**src/rtl/bscan_chain.sv**
```systemverilog
module bscan_chain #(
  parameter int N_PADS = 8
) (
  input  logic                  clk,
  input  logic                  rst_n,
  input  logic                  sel,
  input  logic                  capture_dr,
  input  logic                  shift_dr,
  input  logic                  update_dr,
  input  logic                  scan_in,
  input  logic                  extest,
  input  logic [N_PADS-1:0]     core_out,
  input  logic [N_PADS-1:0]     core_oe,
  input  logic [N_PADS-1:0]     pad_in,
  output logic                  scan_out,
  output logic [N_PADS-1:0]     pad_out,
  output logic [N_PADS-1:0]     pad_oe,
  output logic [3*N_PADS+2:0]   hold_q
);
  localparam int LEN  = 3*N_PADS + 3;
  localparam int BASE = 2;

  logic [LEN-1:0] chain_q;
  logic [LEN-1:0] snap;

  always_comb begin
    snap    = '0;
    snap[1] = 1'b1;
    for (int k = 0; k < N_PADS; k++) begin
      snap[BASE+3*k]   = pad_in[k];
      snap[BASE+3*k+1] = core_out[k];
      snap[BASE+3*k+2] = core_oe[k];
    end
  end

  always_ff @(posedge clk or negedge rst_n) begin
    if (!rst_n)                 chain_q <= '0;
    else if (sel && capture_dr) chain_q <= snap;
    else if (sel && shift_dr)   chain_q <= {scan_in, chain_q[LEN-1:1]};
  end

  always_ff @(posedge clk or negedge rst_n) begin
    if (!rst_n)                hold_q <= '0;
    else if (sel && update_dr) hold_q <= chain_q;
  end

  assign scan_out = chain_q[0];

  for (genvar k = 0; k < N_PADS; k++) begin : g_pad
    localparam int OB = BASE + 3*k + 1;
    localparam int EB = BASE + 3*k + 2;
    assign pad_out[k] = extest ? hold_q[OB] : core_out[k];
    assign pad_oe[k]  = extest ? hold_q[EB] : core_oe[k];

    p_capture_cells_r3: assert property (@(posedge clk) disable iff (!rst_n)
      sel && capture_dr |=> chain_q[BASE+3*k] == $past(pad_in[k]) &&
                            chain_q[OB] == $past(core_out[k]) &&
                            chain_q[EB] == $past(core_oe[k]));

    p_extest_drive_r7: assert property (@(posedge clk) disable iff (!rst_n)
      sel && update_dr ##1 extest |-> pad_out[k] == $past(chain_q[OB]) &&
                                     pad_oe[k]  == $past(chain_q[EB]));
  end

  p_strobes_exclusive: assert property (@(posedge clk) disable iff (!rst_n)
    $onehot0({capture_dr, shift_dr, update_dr}));

  p_shift_toward_out_r1: assert property (@(posedge clk) disable iff (!rst_n)
    sel && shift_dr && !capture_dr |=> scan_out == $past(chain_q[1]) &&
                                       chain_q[LEN-1] == $past(scan_in));

  p_marker_cells_r4: assert property (@(posedge clk) disable iff (!rst_n)
    sel && capture_dr |=> chain_q[0] == 1'b0 && chain_q[1] == 1'b1 && chain_q[LEN-1] == 1'b0);

  p_hold_stable_r6: assert property (@(posedge clk) disable iff (!rst_n)
    !(sel && update_dr) |=> $stable(hold_q));

  p_deselect_r9: assert property (@(posedge clk) disable iff (!rst_n)
    !sel |=> $stable(chain_q));

  p_update_copy_r5: assert property (@(posedge clk) disable iff (!rst_n)
    sel && update_dr |=> hold_q == $past(chain_q));
endmodule

```
**config.mk**
```make
export PLATFORM = sky130hd
export DESIGN_NAME = bscan_chain
export DESIGN_NICKNAME = d
export VERILOG_FILES = /design/src/rtl/bscan_chain.sv
export SDC_FILE = /design/constraint.sdc
export NUM_CORES = 1
export LEC_CHECK = 0
export BUFFER_PORTS_ARGS = -buffer_cell sky130_fd_sc_hd__clkbuf_2
export CAP_MARGIN = 20
export CORE_ASPECT_RATIO = 0.9
export CORE_MARGIN = 8
export CORE_UTILIZATION = 30
export CTS_BUF_LIST = sky130_fd_sc_hd__clkbuf_4 sky130_fd_sc_hd__clkbuf_8
export DETAILED_ROUTE_END_ITERATION = 6
export GPL_ROUTABILITY_DRIVEN = 1
export SLEW_MARGIN = 20
export SYNTH_ARGS = -nofsm -noshare
export SYNTH_HDL_FRONTEND = slang
export SYNTH_SLANG_ARGS = --single-unit
```
**constraint.sdc**
```tcl
create_clock -name clk -period 0.8 [get_ports clk]
set_clock_uncertainty 0.1 [all_clocks]
set_input_delay 0 -clock clk [delete_from_list [all_inputs] [get_ports clk]]
set_output_delay 0 -clock clk [all_outputs]
set_load 0.02 [all_outputs]
```
* After elaboration in Yosys (flattened, before gate mapping)
Cells that the tools add are included.
** Word-level totals
- Bits in registers :: 54
- Input bits :: 32
- Output and inout bits :: 44
- Word-level logic and storage cells :: 24
** Cells by class
- Multiplexer cells :: 18
- Reductions and logical operators :: 4
** Operators with widths (count)
- 27-bit 2-to-1 mux :: 2
- 1-bit 2-to-1 mux :: 16
- 1-bit logical AND :: 3
- 2-bit nonzero test :: 1

* Depth between registers and ports, before layout
- Depth in word-level cells :: 3
- Gate-level depth with buffers :: 5

* Worst setup path after synthesis
No wires, ideal clock.
- Path kind :: register to register
- Start :: register, netlist name hold_q[10]
- End :: register hold_q[10]
- Setup time :: 0.128 ns
- Arrival :: 0.739 ns
- Required time :: 0.572 ns
- Slack :: -0.166 ns
- Cell stages (with the launch flop) :: 2
- Cells stage by stage :: dfrtp_1 -> mux2_1
** RTL lines
- end signal, assigned :: line 44 : else if (sel && update_dr) hold_q <= chain_q;
- end, declared :: line 18 : output logic [3*N_PADS+2:0] hold_q

* Worst setup path in the final report
- Start :: register hold_q[15]
- End :: output port pad_out[4]
** On the way
- Word-level cells in the longest chain between the ends :: 1
** Ends and longest elaborated chain
- 1-bit 2-to-1 mux :: line 52 : assign pad_out[k] = extest ? hold_q[OB] : core_out[k];
- end, declared :: line 16 : output logic [N_PADS-1:0] pad_out,
Every way passes these cells.

==> run metrics <==
status complete, but fails checks; violations in the final reports negative setup slack; max capacitance violation total 0; FF-to-FF setup slack -0.31 ns; worst endpoint data arrival time ~1.1 ns; Via-to-Cell Ratio 5.03; final setup violating endpoints 97; peak clock frequency supported by timing 812 MHz; Filler cells ~640; register bit total from synthesis 54; initial antenna violation count 0; min cycle time layout 1.23 ns; P_int ~7.4 mW; share of total power in sequential cells 36.7%; std cell rows 31; distinct cell type count of the synthesized netlist 15; H-tree lvl count 2; path type of the worst min-delay path in -> reg; Critical Path Source Type register; Clock Sinks 54; first-pass GRT wire length 12,800 microns; critical path capture point type primary output; via count of the first global-routing pass 2,487; initial core utilization a little under a third; required time worst endpoint around 0.7 ns; sequential area share after synthesis 53.5%; area growth from synthesis to layout 92.7%; Final Hold Violating Endpoints 0; average footprint of a synthesized cell 11.2 sq um; Pleak 2.12 nW; power share of the clock group 16.3%; syn nets 258; Mapped Area about 2500 sq um; finished layout cell area ~5000 sq um; all-layer global routing usage 13.6%; hpwl dp 5050 microns; top fanout value on the critical path 3; DR iter-0 viols between 100 and 150; switching power 3.32 mW; ratio of total power to cell area 2200 nW/um^2; count of buffers inserted at the top-level ports 75; setup repair after global routing missed its margin yes; full die area 11,600 sq um; Setup WS post-layout -0.431 ns; core area 8110 sq um; transition time at the pin with the least slew margin 0.381 ns; worst setup path category reg -> out; clk buf depth 2; worst vdd ir between 0.9 and 1 mV; worst-case setup slack after placement -0.213 ns; clock-pin slew reported for the worst setup and hold paths after clock tree synthesis 0.09 ns; most frequent cells in the layout sky130_fd_sc_hd__mux2_4, sky130_fd_sc_hd__buf_8, sky130_fd_sc_hd__nor3_2; post-synthesis cell count 226; clock latency on the worst-skew pair around 0.3 ns; Final GP Congestion about 0.75; net total in the final layout between 400 and 500; share of final-layout standard cells stronger than drive strength 1 73.0%; period utilisation layout 154%; library cell used as clock root buffer sky130_fd_sc_hd__clkbuf_8; routed wire length 7920 microns; Num CTS Buffers 5; clock tree from TritonCTS built; vias 2,357; horizontal die dimension 113 microns; Placed Area 3460 sq um; Vert. Die Dim 103 microns; Yosys warning total 0; filler-free cell count of the finished design 469; final max-slew violation count 0; antenna diode count 0; Max transition margin around three quarters; worst hold slack 0.0565 ns; power share of the combinational group 47.1%; switching part of the total 31.0%; count of unresolved DRC violations after routing 0; Placed Instances between 400 and 500; first-pass iteration count of the detailed router 4; Routed Antenna Nets 0; pin count of the biggest net entering global routing 55; Overflow after GRT 0; number of top-level pins 76; routed len/inst 16.9 microns
## Yosys cell counts, drive strengths merged
master | n | area (sq um)
dfrtp | 54 | 1350
o31a | 1 | 8.76
nor2 | 1 | 3.75
clkbuf | 5 | 18.8
o21ai | 4 | 20.0
o22ai | 24 | 150
inv | 1 | 3.75
nand2 | 3 | 18.8
nor3 | 72 | 360
buf | 15 | 87.6
nand3 | 2 | 10.0
o21bai | 1 | 7.51
mux2 | 43 | 484
## state kept, by name, summed over array words and instances, names as in the netlist
| signal | count |
|---|---|
| hold_q | 27 |
| chain_q | 27 |
## critical path: stages (launching register included)
cell and delay (ns):
sky130_fd_sc_hd__dfrtp_2 0.43, sky130_fd_sc_hd__mux2_4 0.27, sky130_fd_sc_hd__buf_8 0.13
## worst paths after layout
path                             from  cells after the start          to
setup / recovery           hold_q[15]                      2  pad_out[4]
setup reg to reg            hold_q[6]                      3   hold_q[6]
hold reg to reg             hold_q[1]                      1   hold_q[1]
min in group asynchronous       rst_n                      3   hold_q[9]
hold / removal              update_dr                      3   hold_q[4]
max in group asynchronous       rst_n                      3  hold_q[10]
## layer usage
layer | vias up | part of all wire (%) | global-route usage, %
li1 | 1132 | - | -
met1 | 1162 | 46 | 17.2
met2 | 58 | 50 | 23.1
met3 | 5 | 4.0 | 2.75
met4 | 0 | 0.80 | 3.62
met5 | - | 0 | 0
## logic make-up after synthesis
| logic type | synth area share [%] |
|---|---|
| compound gates | 7.38 |
| mux | 19.2 |
| buf+inv | 4.36 |
| simple gates | 15.6 |
| flops | 53.5 |
## power groups by stage
| stage | clock network (mW) | logic [mW] | registers (mW) |
|---|---|---|---|
| global route | 1.91 | 5.34 | 4.00 |
| detailed placement | 0 | 2.92 | 3.88 |
| global placement | 0 | 2.88 | 3.86 |
| finish | 1.75 | 5.04 | 3.93 |
| floorplan | 0 | 1.40 | 4.21 |
| CTS | 1.81 | 4.55 | 3.84 |
## what timing repair did
action,in CTS,in global routing
pin swaps,5,5
resized for setup,132,109
hold buffers,26,0
setup buffers,22,12
endpoints found under the setup margin,97,98
hold endpoints to repair,79,0
## per-stage QoR
step	total power, mW	util, %	setup TNS, ns
6_report	10.7	60.0	-20.91
3_5_place_dp	6.80	42.7	-10.62
2_1_floorplan	5.61	-	-4.02
3_3_place_gp	6.75	42.7	-9.30
5_1_grt	11.3	60.0	-23.97
4_1_cts	10.2	56.2	-21.51
## final cells by class
cell class                 instances  area [sq um]  area share (%)
clock buffer                       8           110            2.26
inverter                           1          3.75          0.0771
multi-input combinational        151          1510            31.0
sequential                        54          1390            28.6
tap                               99           124            2.55
timing repair buffer             156          1730            35.5
Power figures use the tool's default switching activity.
